--- src/rtl/clkstop_pkg.sv ---
package clkstop_pkg;

  typedef enum logic [2:0] {
    CMD_NOP   = 3'd0,
    CMD_ACT   = 3'd1,
    CMD_RD    = 3'd2,
    CMD_WR    = 3'd3,
    CMD_PRE   = 3'd4,
    CMD_REF   = 3'd5,
    CMD_MRS   = 3'd6,
    CMD_OTHER = 3'd7
  } memCmd_e;

  typedef enum logic [1:0] {
    ST_RUN  = 2'd0,
    ST_HALT = 2'd1,
    ST_WAKE = 2'd2
  } haltState_e;

  typedef struct packed {
    logic loadBusy;
    logic loadNop;
    logic runClk;
  } haltStrobe_t;

endpackage

--- src/rtl/clkstop_datapath.sv ---
module clkstop_datapath
  import clkstop_pkg::*;
#(
  parameter int TRCD      = 3,
  parameter int TWR       = 2,
  parameter int TPRE      = 3,
  parameter int TRFC      = 10,
  parameter int TMRD      = 2,
  parameter int CAS_LAT   = 3,
  parameter int BURST_LEN = 4,
  parameter int EXTRA_NOP = 0
) (
  input  logic        clk,
  input  logic        rstN,
  input  haltStrobe_t strobe,
  input  logic [2:0]  cmdCode,
  output logic        busyZero,
  output logic        nopLast,
  output logic        gateEn
);

  localparam int RD_WIN = CAS_LAT + BURST_LEN / 2;
  localparam int MAX_A  = (TRCD > TWR) ? TRCD : TWR;
  localparam int MAX_B  = (TPRE > TRFC) ? TPRE : TRFC;
  localparam int MAX_C  = (TMRD > RD_WIN) ? TMRD : RD_WIN;
  localparam int MAX_AB = (MAX_A > MAX_B) ? MAX_A : MAX_B;
  localparam int MAX_W  = (MAX_AB > MAX_C) ? MAX_AB : MAX_C;
  localparam int CW     = $clog2(MAX_W + 1);
  localparam int NOP_CYCLES = 1 + EXTRA_NOP;
  localparam int NW     = $clog2(NOP_CYCLES + 1);

  logic [CW-1:0] winVal;
  logic [CW-1:0] busyCnt;
  logic [NW-1:0] nopCnt;

  // Window per command code
  always_comb begin
    case (memCmd_e'(cmdCode))
      CMD_ACT: winVal = CW'(TRCD);
      CMD_RD:  winVal = CW'(RD_WIN);
      CMD_WR:  winVal = CW'(TWR);
      CMD_PRE: winVal = CW'(TPRE);
      CMD_REF: winVal = CW'(TRFC);
      CMD_MRS: winVal = CW'(TMRD);
      default: winVal = '0;
    endcase
  end

  assign busyZero = (busyCnt == '0);
  assign nopLast  = (nopCnt == NW'(1));

  always_ff @(posedge clk or negedge rstN) begin
    if (!rstN) begin
      busyCnt <= '0;
    end else if (strobe.loadBusy) begin
      busyCnt <= winVal;
    end else if (!busyZero) begin
      busyCnt <= busyCnt - 1'b1;
    end
  end

  always_ff @(posedge clk or negedge rstN) begin
    if (!rstN) begin
      nopCnt <= '0;
    end else if (strobe.loadNop) begin
      nopCnt <= NW'(NOP_CYCLES);
    end else if (nopCnt != '0) begin
      nopCnt <= nopCnt - 1'b1;
    end
  end

  // Enable retimed in the low phase so the gated clock never glitches
  always_ff @(negedge clk or negedge rstN) begin
    if (!rstN) begin
      gateEn <= 1'b1;
    end else begin
      gateEn <= strobe.runClk;
    end
  end


  busy_idle_on_load_chk: assert property (@(posedge clk) disable iff (!rstN)
    strobe.loadBusy |-> busyZero);


  nop_idle_on_load_chk: assert property (@(posedge clk) disable iff (!rstN)
    strobe.loadNop |-> (nopCnt == '0));

endmodule

--- src/rtl/clkstop_control.sv ---
module clkstop_control
  import clkstop_pkg::*;
(
  input  logic        clk,
  input  logic        rstN,
  input  logic        cmdValid,
  input  logic        stopReq,
  input  logic        busyZero,
  input  logic        nopLast,
  output haltStrobe_t strobe,
  output logic        cmdReady,
  output logic        halted
);

  haltState_e state;
  haltState_e stateNext;
  logic       wakeCause;

  assign wakeCause = cmdValid || !stopReq;
  assign cmdReady  = (state == ST_RUN) && busyZero;
  assign halted    = (state == ST_HALT);

  always_comb begin
    stateNext = state;
    case (state)
      ST_RUN:  if (busyZero && stopReq && !cmdValid) stateNext = ST_HALT;
      ST_HALT: if (wakeCause) stateNext = ST_WAKE;
      ST_WAKE: if (nopLast) stateNext = ST_RUN;
      default: stateNext = ST_RUN;
    endcase
  end

  always_comb begin
    strobe.loadBusy = cmdValid && cmdReady;
    strobe.loadNop  = (state == ST_HALT) && wakeCause;
    strobe.runClk   = (state != ST_HALT);
  end

  always_ff @(posedge clk or negedge rstN) begin
    if (!rstN) state <= ST_RUN;
    else       state <= stateNext;
  end


  halt_needs_idle_chk: assert property (@(posedge clk) disable iff (!rstN)
    halted |-> busyZero);


  halt_entry_cause_chk: assert property (@(posedge clk) disable iff (!rstN)
    $rose(halted) |-> ($past(stopReq) && !$past(cmdValid)));


  wake_nop_first_chk: assert property (@(posedge clk) disable iff (!rstN)
    $fell(halted) |-> !cmdReady);


  ready_blocked_chk: assert property (@(posedge clk) disable iff (!rstN)
    !busyZero |-> !strobe.loadBusy);

endmodule

--- src/rtl/memclk_stop_ctrl.sv ---
module memclk_stop_ctrl
  import clkstop_pkg::*;
#(
  parameter int TRCD      = 3,
  parameter int TWR       = 2,
  parameter int TPRE      = 3,
  parameter int TRFC      = 10,
  parameter int TMRD      = 2,
  parameter int CAS_LAT   = 3,
  parameter int BURST_LEN = 4,
  parameter int EXTRA_NOP = 0
) (
  input  logic       clk,
  input  logic       rstN,
  input  logic       cmdValid,
  input  logic [2:0] cmdCode,
  input  logic       stopReq,
  output logic       cmdReady,
  output logic       clkGateEn,
  output logic       memCk,
  output logic       memCkN,
  output logic       ckeOut,
  output logic       clkHalted
);

  haltStrobe_t strobe;
  logic        busyZero;
  logic        nopLast;

  clkstop_control u_ctrl (
    .clk      (clk),
    .rstN     (rstN),
    .cmdValid (cmdValid),
    .stopReq  (stopReq),
    .busyZero (busyZero),
    .nopLast  (nopLast),
    .strobe   (strobe),
    .cmdReady (cmdReady),
    .halted   (clkHalted)
  );

  clkstop_datapath #(
    .TRCD      (TRCD),
    .TWR       (TWR),
    .TPRE      (TPRE),
    .TRFC      (TRFC),
    .TMRD      (TMRD),
    .CAS_LAT   (CAS_LAT),
    .BURST_LEN (BURST_LEN),
    .EXTRA_NOP (EXTRA_NOP)
  ) u_dp (
    .clk      (clk),
    .rstN     (rstN),
    .strobe   (strobe),
    .cmdCode  (cmdCode),
    .busyZero (busyZero),
    .nopLast  (nopLast),
    .gateEn   (clkGateEn)
  );

  assign memCk  = clk & clkGateEn;
  assign memCkN = ~memCk;
  assign ckeOut = 1'b1;


  halt_gate_off_chk: assert property (@(posedge clk) disable iff (!rstN)
    (clkHalted && $past(clkHalted)) |-> !clkGateEn);

endmodule

--- config.mk ---
export PLATFORM = sky130hd
export DESIGN_NAME = memclk_stop_ctrl
export DESIGN_NICKNAME = d
export VERILOG_FILES = /design/src/rtl/clkstop_pkg.sv /design/src/rtl/clkstop_datapath.sv /design/src/rtl/clkstop_control.sv /design/src/rtl/memclk_stop_ctrl.sv
export SDC_FILE = /design/constraint.sdc
export NUM_CORES = 1
export LEC_CHECK = 0
export ABC_CLOCK_PERIOD_IN_PS = 2040
export CAP_MARGIN = 25
export CORE_AREA = 2 2 39 41
export CTS_CLUSTER_DIAMETER = 30
export DETAILED_ROUTE_END_ITERATION = 8
export DIE_AREA = 0 0 41 43
export PLACE_DENSITY_LB_ADDON = 0.25
export SETUP_SLACK_MARGIN = 0.4
export SLEW_MARGIN = 20
export SYNTH_ARGS = -nofsm -noshare
export SYNTH_HDL_FRONTEND = slang
export SYNTH_SLANG_ARGS = --single-unit
--- constraint.sdc ---
create_clock -name clk -period 2.04 [get_ports clk]
set_input_delay 0.306 -clock clk [delete_from_list [all_inputs] [get_ports clk]]
set_output_delay 0.306 -clock clk [all_outputs]
set_load 0.01 [all_outputs]
==> results of run 1 <==
-- cells by family after synthesis --
| logic type | after synthesis | synth area share (%) |
|---|---|---|
| simple gates | 17 | 20.1 |
| mux | 1 | 2.14 |
| buf+inv | 8 | 8.85 |
| flops | 8 | 43.2 |
| other cells | 1 | 0.804 |
| xor+xnor | 2 | 3.75 |
| fa+ha+maj | 2 | 5.36 |
| compound gates | 10 | 15.8 |
-- stage by stage --
stage / area [sq um] / total power [mW] / worst slack, ns
3_5_place_dp: 616 / 0.693 / -0.393
5_1_grt: 817 / 1.66 / -0.811
6_report: 817 / 1.53 / -0.745
3_3_place_gp: 616 / 0.687 / -0.392
4_1_cts: 777 / 1.34 / -0.801
2_1_floorplan: 482 / 0.527 / 0.0208
-- registers in the layout, indices dropped and copies added (netlist names) --
name and flops:
u_dp.gateEn 1, u_dp.busyCnt 4, u_ctrl.state 2, u_dp.nopLast 1
-- synthesized netlist by cell type, drive strengths merged --
cell	instances
dfrtp	7
inv	6
nor2	4
nor3	3
a21oi	2
buf	2
ha	2
nand2	2
o21ai	2
or3b	2
a211oi	1
a21o	1
a221oi	1
a22oi	1
a31oi	1
and2	1
conb	1
dfstp	1
mux2i	1
nand2b	1
nand3	1
nand3b	1
nor2b	1
nor3b	1
o41ai	1
xnor2	1
xor2	1
-- final cells by class --
cell class | count | area, sq um
multi-input combinational | 33 | 254
fill | 117 | 567
clock buffer | 18 | 191
sequential | 8 | 203
inverter | 4 | 15.0
clock inverter | 2 | 12.5
timing repair buffer | 14 | 121
tap | 16 | 20.0
-- power by group through the flow --
stage / logic (mW) / registers, mW / clock network [mW]
after floorplan: 0.202 / 0.265 / 0.0606
after global placement: 0.281 / 0.272 / 0.134
after detailed placement: 0.287 / 0.272 / 0.134
after CTS: 0.336 / 0.269 / 0.735
after global routing: 0.389 / 0.278 / 0.992
final: 0.348 / 0.270 / 0.916
-- metal layers --
layer	part of all wire (%)	global-route usage, %
met4	5.5	30.0
met1	40	16.6
met5	0	4.17
met3	6.6	22.5
met2	48	22.2
-- worst min path at each step --
stage	startpoint	endpoint	cells past startpoint
6_report	rstN	u_dp.busyCnt[2]$_DFFE_PN0P_	2
5_1_grt	rstN	u_dp.busyCnt[2]$_DFFE_PN0P_	2
4_1_cts	rstN	u_dp.busyCnt[2]$_DFFE_PN0P_	2
3_5_place_dp	u_dp.busyCnt[3]$_DFFE_PN0P_	u_dp.busyCnt[3]$_DFFE_PN0P_	2
3_3_place_gp	u_dp.busyCnt[3]$_DFFE_PN0P_	u_dp.busyCnt[3]$_DFFE_PN0P_	2
2_1_floorplan	rstN	u_ctrl.state[0]$_DFFE_PN0P_	0
-- timing repair --
| action | CTS | global route |
|---|---|---|
| pin swaps | 0 | 1 |
| setup buffers | 2 | 1 |
| setup endpoints to repair | 7 | 7 |
| resized for setup | 25 | 18 |
==> results.toml, run 1 <==
[outcome]
status = "complete, but fails checks"
violations = "setup timing"

[worst_hold_path]
holdCritPathClass = "input pin to asynchronous set/reset pin"

[global_route]
grt_pass1_wl_um = 1960
overflow = 0
grt_pass1_vias = 494
antenna_found_initial = 0
grt_max_degree = 10
track_usage_pct = 21.3

[power]
p_switching_mw = 0.489
switching_share_pct = 31.8
power.leakage_nw = 0.370
ir_worst_vdd_v = 0.00109
pwr-share-clk_pct = 59.7
power.density_nw_per_um2 = 1880
internal_power_mw = 1.05
seqPwrFrac_pct = 17.6
power_frac_comb_pct = 22.7

[logic_synthesis]
yosysWarnings = 0
ys_types = 29
yosysSeqAreaShare_pct = 43.2
syn_area_per_cell_sq_um = 9.52
synth_area_sq_um = 467
syn-num-nets = 58
synth_top_area_share_pct = 37.5
netlist_instances = 49
synth_seq_cells = 8
synth.top_cells.by_area = "dfrtp_1 (38%), dfstp_2 (5.6%), ha_1 (5.4%), inv_1 (4.8%), o41ai_2 (3.5%)"
synth_top_area_cell = "dfrtp_1"

[setup_path]
r2r-end = "u_dp.gateEn$_DFF_NN1_"
required_ns = 1.73
worst_path_max_delay_cell = "dfstp_2"
crit_start = "u_dp.gateEn$_DFF_NN1_"
critPathMaxStageDelay_ns = 0.52
rr_worst_depth = 2
end_kind = "output port"
ff2ff_setup_slack_ns = 0.36
worstPathMaxFanout = 2
cp.arrival_ns = 2.48
crit_type = "register to output port"
crit_cells = 6
worst_r2r_startpoint = "u_ctrl.state[1]$_DFFE_PN0P_"
cp-start-kind = "register"
crit_family = "flip-flops"
cp_cell_sequence = "nand2_2 -> buf_6 -> buf_8 -> buf_8 -> clkinv_4 -> buf_6"
cp-endpoint = "memCk"
critPathBufInv = 5

[clock_tree]
cts_hold_buf = 0
clock_latency_ns = 0.42
tritoncts = "built"
clk_pin_slew_worst_paths_ns = 0.06

[cells_and_area]
final_common_cell = "buf_6"
insertedDiodeCount = 0
utilization_pct = 59.0
fin_nets = 89
layoutNonFillerInstCount = 95
area_growth_pct = 75.1
drive_above_1_share_pct = 44.3
final_cell_mix = "buf_6 (8), clkdlybuf4s50_1 (7), buf_4 (6), dfrtp_1 (6)"

[route]
drt-total-wl_um = 1150
drt_iter0_markers = 7
drc = 0
drt_pre_antenna_iters = 4
vias = 462
wl_per_cell_um = 12.1
ant_nets = 0
routed_via_density = 4.86

[placed_design]
dp_hpwl_um = 678
port_buffers = 11
gp_congestion = 0.756
place_inst = 77

[floorplanning]
die_w_um = 41
die_area_sq_um = 1760
core_sq_um = 1380
placementRows = 14
io_pins = 13
dieHeight_um = 43
start_util_pct = 33.7

[sta]
maxSlewViolCount = 0
finalClockSkew_ns = 0.0623
grt_setup_unrepaired = "true"
hold_violations = 0
finalSetupTns_ns = -1.98
whs_ns = 0.271
layout_setup_ws_ns = -0.745
finalSetupViolations = 4

[flow_run]
drv_cap = 0
No activity file was read; power rests on OpenSTA's default activity.
==> inputs of run 2 (changes only) <==
CELL_PAD_IN_SITES_DETAIL_PLACEMENT = 1   (was unset)
CELL_PAD_IN_SITES_GLOBAL_PLACEMENT = 1   (was unset)
CORE_AREA = unset   (was 2 2 39 41)
CORE_UTILIZATION = 33   (was unset)
DIE_AREA = unset   (was 0 0 41 43)
RECOVER_POWER = 50   (was unset)
==> run 2 against run 1 <==
Against the previous run:
- the run still ends with setup timing left
- utilization increased by 15 points
- hold slack better by 0.19 ns
- clock skew up 0.024 ns
- critical path type unchanged
- critical endpoint unchanged
==> results.toml, run 2 (synthesized netlist as in run 1, its figures left out) <==
[floorplanning]
core_sq_um = 1300
start_util_pct = 35.9
placementRows = 13
dieHeight_um = 39.6
die_area_sq_um = 1570
die_w_um = 39.6
io_pins = 13

[setup_path]
ff2ff_setup_slack_ns = 0.31
r2r-end = "u_dp.busyCnt[0]$_DFFE_PN0P_"
worst_path_max_delay_cell = "dfstp_2"
worst_r2r_startpoint = "u_dp.busyCnt[0]$_DFFE_PN0P_"
cp-start-kind = "register"
rr_worst_depth = 6
worstPathMaxFanout = 2
critPathMaxStageDelay_ns = 0.53
crit_type = "register to output port"
cp-endpoint = "memCk"
required_ns = 1.73
cp_cell_sequence = "nand2_2 -> buf_6 -> buf_8 -> buf_8 -> clkinv_4 -> buf_6"
end_kind = "output port"
cp.arrival_ns = 2.53
crit_start = "u_dp.gateEn$_DFF_NN1_"

[placed_design]
dp_hpwl_um = 816
gp_congestion = 0.632
port_buffers = 11
post-place-ws_ns = -0.408

[global_route]
track_usage_pct = 28.8
grt_pass1_vias = 558
grt_max_degree = 10
grt_pass1_wl_um = 2570
overflow = 0
antenna_found_initial = 0

[clock_tree]
clk_pin_slew_worst_paths_ns = 0.07
tritoncts = "built"
cts_hold_buf = 0
clock_latency_ns = 0.45

[route]
wl_met1_um = 918
routed_via_density = 5.39
drt_pre_antenna_iters = 4
ant_nets = 0
wl_per_cell_um = 21.2
top_layer_used = "met4"
vias = 555
drc = 0
dr_wl_met2_um = 1120
wl_met3_um = 84
drt-total-wl_um = 2190
drt_iter0_markers = 16

[power]
pwr-share-clk_pct = 48.1
internal_power_mw = 1.13
p_switching_mw = 0.635
power_frac_comb_pct = 36.3
switching_share_pct = 35.9
power.total_mw = 1.77
power.density_nw_per_um2 = 1840
ir_worst_vdd_v = 0.000817
seqPwrFrac_pct = 15.6
power.leakage_nw = 0.440

[sta]
finalClockSkew_ns = 0.0863
grt_setup_unrepaired = "true"
layout_setup_ws_ns = -0.801
hold_violations = 0
finalSetupViolations = 5
maxSlewViolCount = 0

[cells_and_area]
regArea_sq_um = 204
final_cell_mix = "buf_4 (10), clkbuf_4 (9), buf_6 (6)"
area_growth_pct = 106
final_common_cell = "buf_4"
reg.largest.list = "u_dp.busyCnt x4, u_ctrl.state x2"
largest-register = "u_dp.busyCnt"
insertedDiodeCount = 0
multiInputGateArea_sq_um = 317
fin_nets = 98
filler_cell_count = 125
largest_reg_flops = 4
drive_above_1_share_pct = 60.2

[outcome]
violations = "setup timing"
status = "complete, but fails checks"

[flow_run]
drv_cap = 0

[worst_hold_path]
holdCritPathClass = "input pin to asynchronous set/reset pin"
-- run 2: power groups by stage --
stage / clock (mW) / combinational, mW / sequential, mW
finish: 0.851 / 0.643 / 0.275
global route: 0.914 / 0.669 / 0.274
floorplan: 0.0606 / 0.202 / 0.265
detailed placement: 0.134 / 0.291 / 0.273
global placement: 0.134 / 0.278 / 0.270
CTS: 0.769 / 0.377 / 0.261
-- run 2: worst min-delay path by stage --
stage,start,to,slack (ns),cells past startpoint
finish,rstN,u_dp.busyCnt[1]$_DFFE_PN0P_,0.46,2
global route,rstN,u_dp.busyCnt[1]$_DFFE_PN0P_,0.47,2
CTS,rstN,u_dp.busyCnt[2]$_DFFE_PN0P_,0.27,2
detailed placement,u_dp.busyCnt[3]$_DFFE_PN0P_,u_dp.busyCnt[3]$_DFFE_PN0P_,0.52,2
global placement,u_dp.busyCnt[3]$_DFFE_PN0P_,u_dp.busyCnt[3]$_DFFE_PN0P_,0.52,2
floorplan,rstN,u_ctrl.state[0]$_DFFE_PN0P_,0.01,0
-- run 2: what timing repair did --
action                                  CTS  global route
cloned                                    0             1
setup buffers                             5             6
endpoints found under the setup margin    8            10
resized for setup                        29            27
pin swaps                                 0             4
endpoints found under the hold margin     0             0
-- run 2: metal layers --
metal | track usage [%] | up-vias
met5 | 0 | -
met4 | 36.2 | 0
met3 | 15.9 | 12
met2 | 33.6 | 27
met1 | 31.6 | 272
li1 | - | 244
-- run 2: metrics by stage --
step / TNS, ns / hold WS, ns / instance area, sq um / util (%) / cells
CTS: -2.15 / 0.270 / 801 / 61.5 / 96
detailed placement: -1.08 / 0.518 / 614 / 47.2 / 76
finish: -2.07 / 0.457 / 963 / 74.0 / 103
global placement: -1.02 / 0.520 / 614 / 47.2 / 76
global route: -2.18 / 0.474 / 963 / 74.0 / 103
floorplan: 0 / 0.0104 / 482 / - / 49
-- run 2: cell type report --
type	count	share of cell area, %
well taps	15	1.95
clock buffers	18	18.3
clock inverters	2	1.30
flip-flops and latches	8	21.2
multi-input cells	33	32.9
repair buffers	23	22.9
inverters	4	1.56
-- run 2: critical path, delay by kind of cell (launching register included) --
family / cells / cell delay (ns)
flip-flops: 1 / 0.53
buffers and inverters: 5 / 0.44
AND/OR/NAND/NOR: 1 / 0.08
==> inputs of run 3 (changes only) <==
CTS_CLUSTER_DIAMETER = unset   (was 30)
==> results of run 3 <==
Final layout, timing and power as in run 2 (identical DEF).
